**config.mk**
```make
export PLATFORM = sky130hd
export DESIGN_NAME = byte_tx_slice
export DESIGN_NICKNAME = d
export VERILOG_FILES = /design/src/rtl/bts_pkg.sv /design/src/rtl/bts_edge_qual.sv /design/src/rtl/bts_shadow.sv /design/src/rtl/bts_lane_rotor.sv /design/src/rtl/byte_tx_slice.sv
export SDC_FILE = /design/constraint.sdc
export NUM_CORES = 1
export LEC_CHECK = 0
export CAP_MARGIN = 10
export CORE_MARGIN = 3
export CORE_UTILIZATION = 48
export CTS_CLUSTER_SIZE = 40
export DETAILED_ROUTE_END_ITERATION = 10
export GPL_TIMING_DRIVEN = 0
export PLACE_DENSITY = 0.78
export SYNTH_ARGS = -nofsm -noshare
export SYNTH_HDL_FRONTEND = slang
export SYNTH_SLANG_ARGS = --single-unit
```
**constraint.sdc**
```tcl
create_clock -name clk -period 1.3 [get_ports clk]
set_input_delay 0.26 -clock clk [delete_from_list [all_inputs] [get_ports clk]]
set_output_delay 0.26 -clock clk [all_outputs]
set_load 0.005 [all_outputs]
```
**src/rtl/bts_pkg.sv**
```systemverilog
package bts_pkg;

  // Active level of the external qualifier input.
  typedef enum logic {
    QUAL_ACT_HIGH = 1'b0,
    QUAL_ACT_LOW  = 1'b1
  } qual_pol_e;

endpackage

```
**src/rtl/bts_edge_qual.sv**
```systemverilog
// Detects a rising edge of the sample clock and gates it with the
// qualifier and the enable. Output is a single-cycle launch pulse.
module bts_edge_qual #(
  parameter bts_pkg::qual_pol_e QUAL_POL = bts_pkg::QUAL_ACT_HIGH
) (
  input  logic clk,
  input  logic rst,
  input  logic en,
  input  logic smp_clk,
  input  logic qual,
  output logic launch
);

  logic smp_prev;
  logic qual_on;

  always_ff @(posedge clk) begin
    if (rst) smp_prev <= 1'b0;
    else     smp_prev <= smp_clk;
  end

  generate
    if (QUAL_POL == bts_pkg::QUAL_ACT_HIGH) begin : g_qual_hi
      assign qual_on = qual;
    end else begin : g_qual_lo
      assign qual_on = ~qual;
    end
  endgenerate

  assign launch = en & qual_on & smp_clk & ~smp_prev;

endmodule

```
**src/rtl/bts_shadow.sv**
```systemverilog
// Host-side shadow word and the reload status flag.
module bts_shadow #(
  parameter int unsigned          WORD_W    = 32,
  parameter logic [WORD_W-1:0]    IDLE_WORD = '0
) (
  input  logic              clk,
  input  logic              rst,
  input  logic              wr,
  input  logic [WORD_W-1:0] wdata,
  input  logic              reload,
  input  logic              clr,
  output logic [WORD_W-1:0] shadow,
  output logic              flag
);

  always_ff @(posedge clk) begin
    if (rst)     shadow <= IDLE_WORD;
    else if (wr) shadow <= wdata;
  end

  // A reload outranks a clear arriving in the same cycle.
  always_ff @(posedge clk) begin
    if (rst)         flag <= 1'b0;
    else if (reload) flag <= 1'b1;
    else if (clr)    flag <= 1'b0;
  end

endmodule

```
**src/rtl/bts_lane_rotor.sv**
```systemverilog
// Working word, byte position and registered output lane.
module bts_lane_rotor #(
  parameter int unsigned       LANE_W    = 8,
  parameter int unsigned       LANES     = 4,
  parameter int unsigned       WORD_W    = LANE_W * LANES,
  parameter logic [WORD_W-1:0] IDLE_WORD = '0
) (
  input  logic              clk,
  input  logic              rst,
  input  logic              en,
  input  logic              launch,
  input  logic [WORD_W-1:0] reload_word,
  output logic [LANE_W-1:0] lane_out,
  output logic              reload
);

  localparam int unsigned POS_W = (LANES > 1) ? $clog2(LANES) : 1;
  localparam logic [POS_W-1:0] LAST_POS = POS_W'(LANES - 1);

  logic [WORD_W-1:0] work;
  logic [WORD_W-1:0] rotated;
  logic [POS_W-1:0]  pos;
  logic              at_last;

  // Self-loop: the lane sent out re-enters at the top of the word.
  generate
    for (genvar g = 0; g < LANES; g++) begin : g_rot
      localparam int unsigned SRC = (g + 1) % LANES;
      assign rotated[g*LANE_W +: LANE_W] = work[SRC*LANE_W +: LANE_W];
    end
  endgenerate

  assign at_last = (pos == LAST_POS);
  assign reload  = launch & at_last;

  always_ff @(posedge clk) begin
    if (rst) begin
      work     <= IDLE_WORD;
      pos      <= '0;
      lane_out <= IDLE_WORD[LANE_W-1:0];
    end else if (!en) begin
      pos <= '0;
    end else if (launch) begin
      lane_out <= work[LANE_W-1:0];
      if (at_last) begin
        work <= reload_word;
        pos  <= '0;
      end else begin
        work <= rotated;
        pos  <= pos + POS_W'(1);
      end
    end
  end

endmodule

```
**src/rtl/byte_tx_slice.sv**
```systemverilog
module byte_tx_slice #(
  parameter int unsigned          LANE_W    = 8,
  parameter int unsigned          LANES     = 4,
  parameter logic [LANE_W-1:0]    IDLE_LANE = 8'h80,
  parameter bts_pkg::qual_pol_e   QUAL_POL  = bts_pkg::QUAL_ACT_HIGH
) (
  input  logic                      clk,
  input  logic                      rst,
  input  logic                      en,
  input  logic                      smp_clk,
  input  logic                      qual,
  input  logic                      sh_wr,
  input  logic [LANE_W*LANES-1:0]   sh_data,
  input  logic                      flag_clr,
  output logic [LANE_W-1:0]         dout,
  output logic                      swap_flag
);

  localparam int unsigned       WORD_W    = LANE_W * LANES;
  localparam logic [WORD_W-1:0] IDLE_WORD = {LANES{IDLE_LANE}};

  logic              launch;
  logic              reload;
  logic [WORD_W-1:0] shadow;

  bts_edge_qual #(
    .QUAL_POL(QUAL_POL)
  ) edge_i (
    .clk    (clk),
    .rst    (rst),
    .en     (en),
    .smp_clk(smp_clk),
    .qual   (qual),
    .launch (launch)
  );

  bts_lane_rotor #(
    .LANE_W   (LANE_W),
    .LANES    (LANES),
    .WORD_W   (WORD_W),
    .IDLE_WORD(IDLE_WORD)
  ) rotor_i (
    .clk        (clk),
    .rst        (rst),
    .en         (en),
    .launch     (launch),
    .reload_word(shadow),
    .lane_out   (dout),
    .reload     (reload)
  );

  bts_shadow #(
    .WORD_W   (WORD_W),
    .IDLE_WORD(IDLE_WORD)
  ) shadow_i (
    .clk   (clk),
    .rst   (rst),
    .wr    (sh_wr),
    .wdata (sh_data),
    .reload(reload),
    .clr   (flag_clr),
    .shadow(shadow),
    .flag  (swap_flag)
  );

endmodule

```
==> impl_metrics.yaml, run 1 <==
clock_network:
  root_buffer: "clkbuf_8"
  cts_inserted_buffers: 9
  cts.sinks: 76
  htreeDepth: 3
  clock_path_buffers: 2
  clock_latency_ps: 340
  hold_buffers: 0
  clk_pin_slew_worst_paths_ps: 70
  cts_tree: "built"
timing:
  timing.final.ws_setup_ps: -27.6
  tightest_slew_ps: 471
  setup_viol: 4
  maxSlewHeadroom_pct: 68.6
  max_freq_mhz: 753
  rsz0062_at_grt: "yes"
  slew_viol_final: 0
  fin_crit_sh_pct: 102
  hold_viol: 0
  clock_skew_ps: 5.34
  period_minus_slack_ps: 1330
cells_and_area:
  design_area_mm2: 0.00403
  instances_no_fill: 443
  nFillCells: 446
  antennaDiodeCount: 0
  nNetsFinal: 403
  area_growth_pct: 33.8
  layout-drive-gt1-share_pct: 21.2
worst_setup_path:
  critPathKind: "reg -> reg"
  r2r_cells: 5
  cpMostUsedCell: "buf_12"
  worstPathRequired_ps: 1570
  cp_max_fo: 10
  path_cells: "ha_4 -> buf_12 -> buf_12 -> or3_4 -> a21oi_2"
  worstReg2RegEnd: "rotor_i.pos[0]"
  worst_r2r_startpoint: "rotor_i.pos[0]"
  endpoint_kind: "flop"
  crit_arrival_ps: 1600
  crit_path_max_incr_delay_ps: 360
  cp-start-kind: "flop"
  cp-endpoint: "rotor_i.pos[0]"
  cpMaxStageDelayCell: "or3_4"
  critical_path.startpoint: "rotor_i.pos[0]"
  r2r_slack_ps: -30
floorplan:
  num_rows: 28
  dieArea_mm2: 0.00725
  start_util_pct: 50.2
  ios: 48
  fp.dieH_um: 85.2
  die_w_um: 85.2
  core_region_area_mm2: 0.00599
routing:
  ant_nets: 0
  wirelength_um: 6940
  drt_iter0_markers: 112
  post-route-drc-count: 0
  vias_per_cell: 5.27
  first_pass_iters: 4
  vias: 2333
  wire_per_inst_um: 15.7
power_and_ir_drop:
  swShare_pct: 23.5
  ir_drop_mv: 0.727
  power_density_mw_per_mm2: 1160
  p_comb_share_pct: 10.3
  p_clk_share_pct: 35.9
  p_seq_share_pct: 53.8
  p_leak_nw: 1.54
  p_int_mw: 3.58
  switching_power_mw: 1.10
yosys:
  synth_top_area_share_pct: 50.6
  ys_top_cells_by_area: "dfxtp_1 (51%), mux2i_1 (20%), nor2_1 (7.4%)"
  ys_warn_count: 0
  synthSimpleGateAreaFrac_pct: 12.9
  synth_top_area_cell: "dfxtp_1"
  ys_ff_latch: 76
  synth_cells: 298
  synth_mux_area_share_pct: 20.0
  synth_top_family_by_area: "multiplexers"
  synthAdderAreaFrac_pct: 0.416
  synth-seq-area-share_pct: 50.6
  synth_compound_area_share_pct: 11.3
  synth_cell_types: 21
  synth_xor_xnor_area_share_pct: 0
  syn_area_mm2: 0.00301
  synth_fp_nets: 338
  syn_avg_cell_area_um2: 10.1
outcome:
  status: "finished, violations left"
  violations: "setup timing"
global_route:
  grt_pass1_vias: 2387
  antenna_found_initial: 0
  gr-total-overflow: 0
  grt_pass1_wl_um: 11400
  grt.total_usage_pct: 19.9
  grt_max_degree: 13
place:
  place_inst: 419
  dp_hpwl_um: 4660
  place.gp.congestion: 0.807
  dpl_cell_area_mm2: 0.00357
  io_buffers: 46
hold_path:
  hp-class: "in -> reg"
  whs_path_depth: 3
run:
  drv_cap: 0
cells in the mapped netlist:
cell and n:
nand2b_1 1, buf_1 1, clkbuf_1 8, a211o_1 8, and4b_1 1, a211oi_2 2
nand3b_1 1, nor2b_1 6, nor2_1 59, a21oi_1 10, nand4b_2 1, buf_4 10
a211oi_1 26, buf_2 3, buf_6 2, ha_1 1, or3_1 1, mux2i_1 60
nor2_2 2, nand2_1 19, dfxtp_1 76
registers in the layout, summed over array words and instances, names as in the netlist:
| name | cells |
|---|---|
| edge_i.smp_prev | 1 |
| rotor_i.lane_out | 8 |
| rotor_i.pos | 2 |
| rotor_i.work | 32 |
| shadow_i.flag | 1 |
| shadow_i.shadow | 32 |
worst min path at each step:
stage / startpoint / end / slack, ps
CTS: smp_clk / edge_i.smp_prev / 330
detailed placement: rotor_i.work[23] / rotor_i.work[23] / 450
finish: sh_wr / shadow_i.shadow[12] / 350
global route: smp_clk / edge_i.smp_prev / 370
global placement: rotor_i.work[23] / rotor_i.work[23] / 440
floorplan: sh_data[15] / shadow_i.shadow[15] / 380
what timing repair did:
action                                  in CTS  in global routing
cloned                                       3                  0
pin swaps                                    2                 14
endpoints found under the hold margin        0                  0
buffers inserted                             5                  0
endpoints found under the setup margin      77                 43
resized for setup                           44                 29
layer usage:
layer / vias to the layer above / part of all wire [%] / GRT usage (%)
li1: 1174 / - / -
met1: 1096 / 44 / 25.0
met2: 52 / 50 / 33.6
met3: 11 / 4.0 / 3.59
met4: 0 / 1.6 / 8.35
met5: - / 0 / 0
per-stage QoR:
stage | setup WS [ps] | total power, mW | utilization [%] | hold WS [ps] | TNS (ps)
2_1_floorplan | 9.94 | 2.79 | - | 382 | 0
3_3_place_gp | -545 | 2.98 | 59.5 | 442 | -34280
3_5_place_dp | -581 | 3.00 | 59.5 | 450 | -35140
4_1_cts | -16.2 | 4.68 | 65.8 | 335 | -16.2
5_1_grt | -58.4 | 4.86 | 67.2 | 367 | -296
6_report | -27.6 | 4.67 | 67.2 | 355 | -64.2
critical path, delay by kind of cell, from the launching register on:
family | cells | cell delay [ps]
DFF | 1 | 340
buffers and inverters | 2 | 300
and+or+nand+nor | 1 | 360
AOI/OAI and AO/OA | 1 | 110
adders and majority gates | 1 | 160
power by group through the flow:
stage / clock network [mW] / registers [mW] / logic, mW
5_1_grt: 1.80 / 2.52 / 0.530
3_3_place_gp: 0 / 2.55 / 0.428
3_5_place_dp: 0 / 2.56 / 0.438
2_1_floorplan: 0 / 2.53 / 0.261
6_report: 1.68 / 2.51 / 0.482
4_1_cts: 1.71 / 2.51 / 0.462
area by class of cell:
cell class,count,area [µm²],area share [%]
clock inverter,6,55.1,1.37
buffer,24,215,5.34
clock buffer,10,128,3.17
tap,75,93.8,2.33
timing repair buffer,54,549,13.6
sequential,76,1530,38.0
multi-input combinational,198,1460,36.2
cells in the final DEF, fill, tap and decap left out, types with 2 or more instances in the layout:
master,count
a211o_1,8
a211oi_1,20
a211oi_2,8
a21oi_1,8
buf_12,3
buf_16,2
buf_2,4
buf_4,9
buf_6,4
buf_8,2
clkbuf_1,2
clkbuf_2,6
clkbuf_8,9
clkdlybuf4s50_1,34
clkinv_2,5
dfxtp_1,69
dfxtp_2,7
dlygate4sd2_1,12
mux2i_1,51
mux2i_2,7
mux2i_4,2
nand2_1,19
nor2_1,59
nor2_2,2
nor2b_1,6
cells by family (layout without fill, tap and decap cells):
group | after synthesis | in the layout
AOI/OAI and AO/OA | 46 | 46
adders and majority gates | 1 | 1
buffers and inverters | 24 | 94
DFF | 76 | 76
muxes | 60 | 60
and+or+nand+nor | 91 | 91
No activity file was read; power rests on OpenSTA's default activity.
==> run 2, diff against run 1 <==
Settings changed: ABC_AREA set to 1, HOLD_SLACK_MARGIN set to 0.12, PLACE_DENSITY 0.78 to 0.77.
==> run 2 against run 1 <==
Net effect:
- the run now ends clean
- clock skew increased by 5.0 ps
- clock power up 15%
- synthesized cell count rose by 61%
- count of clock-buffer cells in the layout shrank 1
- synthesized area rose by 7.9%
- sequential share of layout area fell by 0.16 points
- flip-flop and latch count is the same
- register-to-register slack improved by 96 ps
==> impl_metrics.yaml, run 2 <==
yosys:
  synth_cell_types: 18
  yosys_most_used_dff: "dfxtp_1"
  synth-seq-area-share_pct: 46.9
  synth_fp_nets: 520
  ys_warn_count: 0
  synthArstFlopShare_pct: 0
  synth.most_common_cell: "nor2_1"
  synth_cells: 480
  synth_top_area_share_pct: 46.9
  ys_ff_latch: 76
  synth_common_cells: "nor2_1 (133), nand2_1 (127), dfxtp_1 (76)"
  syn_area_mm2: 0.00325
  ys_top_cells_by_area: "dfxtp_1 (47%), nor2_1 (15%), nand2_1 (15%)"
  synth_top_area_cell: "dfxtp_1"
  synth_edf_count: 0
  syn_avg_cell_area_um2: 6.76
routing:
  post-route-drc-count: 0
  top_layer_used: "met4"
  first_pass_iters: 5
  vias_per_cell: 4.71
  drt_iter0_markers: 184
  dr_wl_met3_um: 331
  wire_per_inst_um: 11.3
  wl_met2_um: 3330
  met1_length_um: 3260
  vias: 2919
  wirelength_um: 7020
  ant_nets: 0
worst_setup_path:
  cp_max_fo: 10
  r2r_slack_ps: 70
  cpMaxStageDelayCell: "dfxtp_2"
  critical_path.startpoint: "rotor_i.pos[0]"
  cp-endpoint: "rotor_i.work[21]"
  r2r_cells: 7
  path_depth: 7
  crit_path_max_incr_delay_ps: 350
  worst_r2r_startpoint: "rotor_i.pos[0]"
  endpoint_kind: "flop"
  critPathBufInv: 2
  crit_arrival_ps: 1470
  cp-start-kind: "flop"
  path_cells: "ha_4 -> buf_6 -> buf_6 -> nand2_1 -> o21ai_0 -> nor2_1 -> nor2_1"
  critPathKind: "reg -> reg"
  cp_top_family: "flip-flops"
  worstPathRequired_ps: 1540
  worstReg2RegEnd: "rotor_i.work[21]"
clock_network:
  cts_tree: "built"
  cts_setup_buffers: 0
  cts.sinks: 76
  clock_latency_ps: 350
  cts_inserted_buffers: 9
  hold_buffers: 0
  root_buffer: "clkbuf_8"
  clock_path_buffers: 2
  clk_pin_slew_worst_paths_ps: 90
  htreeDepth: 3
timing:
  fin_crit_sh_pct: 94.7
  setup_viol: 0
  holdWs_ps: 453
  max_freq_mhz: 812
  maxSlewHeadroom_pct: 86.2
  period_minus_slack_ps: 1230
  tightest_slew_ps: 204
  hold_viol: 0
  clock_skew_ps: 10.3
  rsz0062_at_grt: "yes"
  slew_viol_final: 0
floorplan:
  num_rows: 29
  fp.dieH_um: 88.2
  die_w_um: 88.2
  ios: 48
  dieArea_mm2: 0.00779
  core_region_area_mm2: 0.00646
  start_util_pct: 50.3
cells_and_area:
  instances_no_fill: 620
  nNetsFinal: 578
  layout-drive-gt1-share_pct: 11.0
  final_cell_mix: "nor2_1 (132), nand2_1 (127), dfxtp_1 (69), o21ai_0 (55), clkdlybuf4s50_1 (38)"
  final_common_cell: "nor2_1"
  antennaDiodeCount: 0
  area_growth_pct: 24.6
  top_regs: "rotor_i.work (32), shadow_i.shadow (32), rotor_i.lane_out (8)"
hold_path:
  hp-class: "reg -> reg"
  min_from: "rotor_i.lane_out[7]"
place:
  place.gp.congestion: 0.857
  place_inst: 604
  io_buffers: 47
  dp_hpwl_um: 5170
power_and_ir_drop:
  ir_drop_mv: 0.702
  p_leak_nw: 1.96
  power_density_mw_per_mm2: 1230
global_route:
  grt_pass1_wl_um: 11500
  grt_max_degree: 14
  grt.total_usage_pct: 18.9
  gr-total-overflow: 0
  grt_pass1_vias: 2620
  antenna_found_initial: 0
run:
  drv_cap: 0
outcome:
  status: "completed"
run 2: what timing repair did:
item                                    CTS  global route
endpoints found under the setup margin   32            30
pin swaps                                 0             1
resized for setup                        17             6
run 2: per-layer routing:
metal  up-vias  global-route usage (%)
li1       1574                       -
met2        54                    31.4
met4         0                    8.65
met3        11                    2.79
met1      1280                    24.2
met5         -                       0
run 2: cell type report:
class                           instances  area [µm²]
Multi-Input combinational cell        335        1390
Fill cell                             606        2410
Sequential cell                        76        1530
Inverter                               41         154
Buffer                                 28         203
Tap cell                               77        96.3
Clock inverter                          7        91.3
Clock buffer                            9         124
Timing Repair Buffer                   47         459
run 2: worst min-delay path by stage:
| stage | endpoint | slack (ps) | cells after the start |
|---|---|---|---|
| final | rotor_i.lane_out[7] | 450 | 2 |
| after global routing | shadow_i.shadow[23] | 490 | 3 |
| after CTS | rotor_i.lane_out[7] | 460 | 2 |
| after detailed placement | shadow_i.shadow[31] | 440 | 2 |
| after global placement | rotor_i.lane_out[7] | 440 | 2 |
| after floorplan | shadow_i.flag | 330 | 1 |
run 2: worst min-delay path: cells and delay by family (launching register included):
kind	cells	cell delay [ps]
DFF	1	330
and+or+nand+nor	2	100
run 2: power breakdown:
group          internal [mW]  switching (mW)
Sequential              2.46          0.0547
Clock                   1.07           0.862
Combinational          0.250           0.267
Total                   3.78            1.18
run 2: cells by family after synthesis:
family | after synthesis | synth area share (%)
fa+ha+maj | 1 | 0.385
buf+inv | 69 | 10.9
compound gates | 61 | 9.40
simple gates | 273 | 32.5
flops | 76 | 46.9
run 2: through the flow:
stage	power (mW)	util [%]	instance area, µm²	TNS (ps)	setup WS [ps]
after global routing	5.19	62.6	4050	-16.7	-16.7
after floorplan	2.86	-	3250	0	148
after CTS	5.00	62.4	4030	0	14.5
after detailed placement	3.09	59.0	3810	-13420	-274
final	4.96	62.6	4050	0	68.4
after global placement	3.07	59.0	3810	-13350	-255
==> run 3, diff against run 2 <==
Settings changed: SLEW_MARGIN set to 10, TNS_END_PERCENT set to 30.
==> run 3 against run 2 <==
Net effect:
- global-route usage unchanged
- via count down 0.45%
- combinational power about the same
- count of clock-buffer cells in the layout unchanged
- power up 0.15%
- die area unchanged
- first-iteration DRC count down 18%
- clock power about the same
- flip-flop and latch count unchanged
- cell area up 0.68%
- clock skew about the same
==> impl_metrics.yaml, run 3 (synthesis results as in run 2) <==
outcome:
  status: "completed"
cells_and_area:
  final_cell_mix: "nor2_1 (132), nand2_1 (127), dfxtp_1 (69), o21ai_0 (54), clkdlybuf4s50_1 (38)"
  nNetsFinal: 580
  area_growth_pct: 25.4
  design_area_mm2: 0.00407
  antennaDiodeCount: 0
  final_common_cell: "nor2_1"
  top_regs: "rotor_i.work (32), shadow_i.shadow (32), rotor_i.lane_out (8)"
  layout-drive-gt1-share_pct: 11.2
place:
  place.gp.congestion: 0.857
  dpl_cell_area_mm2: 0.00381
  dp_hpwl_um: 5170
  io_buffers: 47
power_and_ir_drop:
  p_leak_nw: 1.99
  power_density_mw_per_mm2: 1220
  ir_drop_mv: 0.700
timing:
  period_minus_slack_ps: 1230
  clock_skew_ps: 10.7
  fin_crit_sh_pct: 94.8
  maxSlewHeadroom_pct: 71.0
  hold_viol: 0
  max_freq_mhz: 811
  rsz0062_at_grt: "yes"
  tightest_slew_ps: 435
  holdWs_ps: 453
  setup_viol: 0
  slew_viol_final: 0
worst_setup_path:
  cpMaxStageDelayCell: "dfxtp_4"
  r2r_slack_ps: 70
  cp_max_fo: 10
  crit_path_max_incr_delay_ps: 360
  worstPathRequired_ps: 1540
  worstReg2RegEnd: "rotor_i.work[21]"
  cp-endpoint: "rotor_i.work[21]"
  endpoint_kind: "flop"
  path_cells: "ha_4 -> buf_8 -> buf_8 -> nand2_1 -> o21ai_0 -> nor2_1 -> nor2_1"
  worst_r2r_startpoint: "rotor_i.pos[0]"
  r2r_cells: 7
  cp-start-kind: "flop"
  cp_top_family: "flip-flops"
  path_depth: 7
  crit_arrival_ps: 1470
  critPathKind: "reg -> reg"
  critical_path.startpoint: "rotor_i.pos[0]"
  critPathBufInv: 2
clock_network:
  cts.sinks: 76
  clock_latency_ps: 350
  hold_buffers: 0
  clk_pin_slew_worst_paths_ps: 90
  htreeDepth: 3
  root_buffer: "clkbuf_8"
  cts_inserted_buffers: 9
  clock_path_buffers: 2
  cts_tree: "built"
floorplan:
  die_w_um: 88.2
  core_region_area_mm2: 0.00646
  num_rows: 29
  fp.dieH_um: 88.2
  start_util_pct: 50.3
  ios: 48
  dieArea_mm2: 0.00779
global_route:
  grt_pass1_vias: 2620
  grt_pass1_wl_um: 11500
  gr-total-overflow: 0
  grt.total_usage_pct: 18.9
  antenna_found_initial: 0
  grt_max_degree: 14
routing:
  first_pass_iters: 4
  ant_nets: 0
  wire_per_inst_um: 11.4
  wirelength_um: 7100
  vias: 2906
  post-route-drc-count: 0
  vias_per_cell: 4.67
  drt_iter0_markers: 150
run:
  drv_cap: 0
hold_path:
  hp-class: "reg -> reg"
[run 3: changes by cell type in the layout (fill, tap and decap cells not counted), sizes merged]
cell	before	now
buf	24	26
dlygate4sd2	9	8
dlymetal6s2s	0	1
[run 3: repair_timing]
| item | CTS | global route |
|---|---|---|
| resized for setup | 16 | 9 |
| setup buffers | 0 | 2 |
| setup endpoints to repair | 32 | 31 |
| cloned | 0 | 0 |
| pin swaps | 0 | 2 |
[run 3: worst min path at each step]
stage	startpoint	to	slack [ps]	cells past startpoint
2_1_floorplan	rst	shadow_i.flag	330	1
3_3_place_gp	rotor_i.lane_out[7]	rotor_i.lane_out[7]	440	2
4_1_cts	rotor_i.lane_out[7]	rotor_i.lane_out[7]	460	2
5_1_grt	sh_data[23]	shadow_i.shadow[23]	490	3
6_report	rotor_i.lane_out[7]	rotor_i.lane_out[7]	450	2
3_5_place_dp	shadow_i.shadow[31]	shadow_i.shadow[31]	440	2
[run 3: where the power goes]
group / switching [mW] / total [mW] / internal, mW
sequential: 0.0550 / 2.51 / 2.45
clock: 0.869 / 1.94 / 1.07
combinational: 0.268 / 0.518 / 0.251
total: 1.19 / 4.97 / 3.78
[run 3: layout make-up]
class	count	area, µm²
fillers	603	2390
flip-flops and latches	76	1530
multi-input cells	335	1390
repair buffers	49	478
plain buffers	28	209
inverters	41	154
clock buffers	9	124
well taps	77	96.3
clock inverters	7	91.3
[run 3: tightest hold or removal path: cells and delay by family (launching register included)]
kind | cells | cell delay, ps
DFF | 1 | 330
and+or+nand+nor | 2 | 100
[run 3: metrics by stage]
stage	instances	setup WS [ps]	util, %	power, mW	setup TNS (ps)
2_1_floorplan	480	148	-	2.86	0
3_3_place_gp	604	-255	59.0	3.07	-13350
3_5_place_dp	604	-274	59.0	3.09	-13420
4_1_cts	620	-133	62.4	5.00	-133
5_1_grt	622	-19.4	63.1	5.19	-30.1
6_report	622	67.2	63.1	4.97	0
[run 3: routing by layer]
metal | vias up | global-route usage [%] | wire, µm
met5 | - | 0 | 0
met4 | 0 | 8.65 | 122
met3 | 13 | 2.79 | 288
met2 | 56 | 31.4 | 3360
met1 | 1263 | 24.2 | 3340
li1 | 1574 | - | -
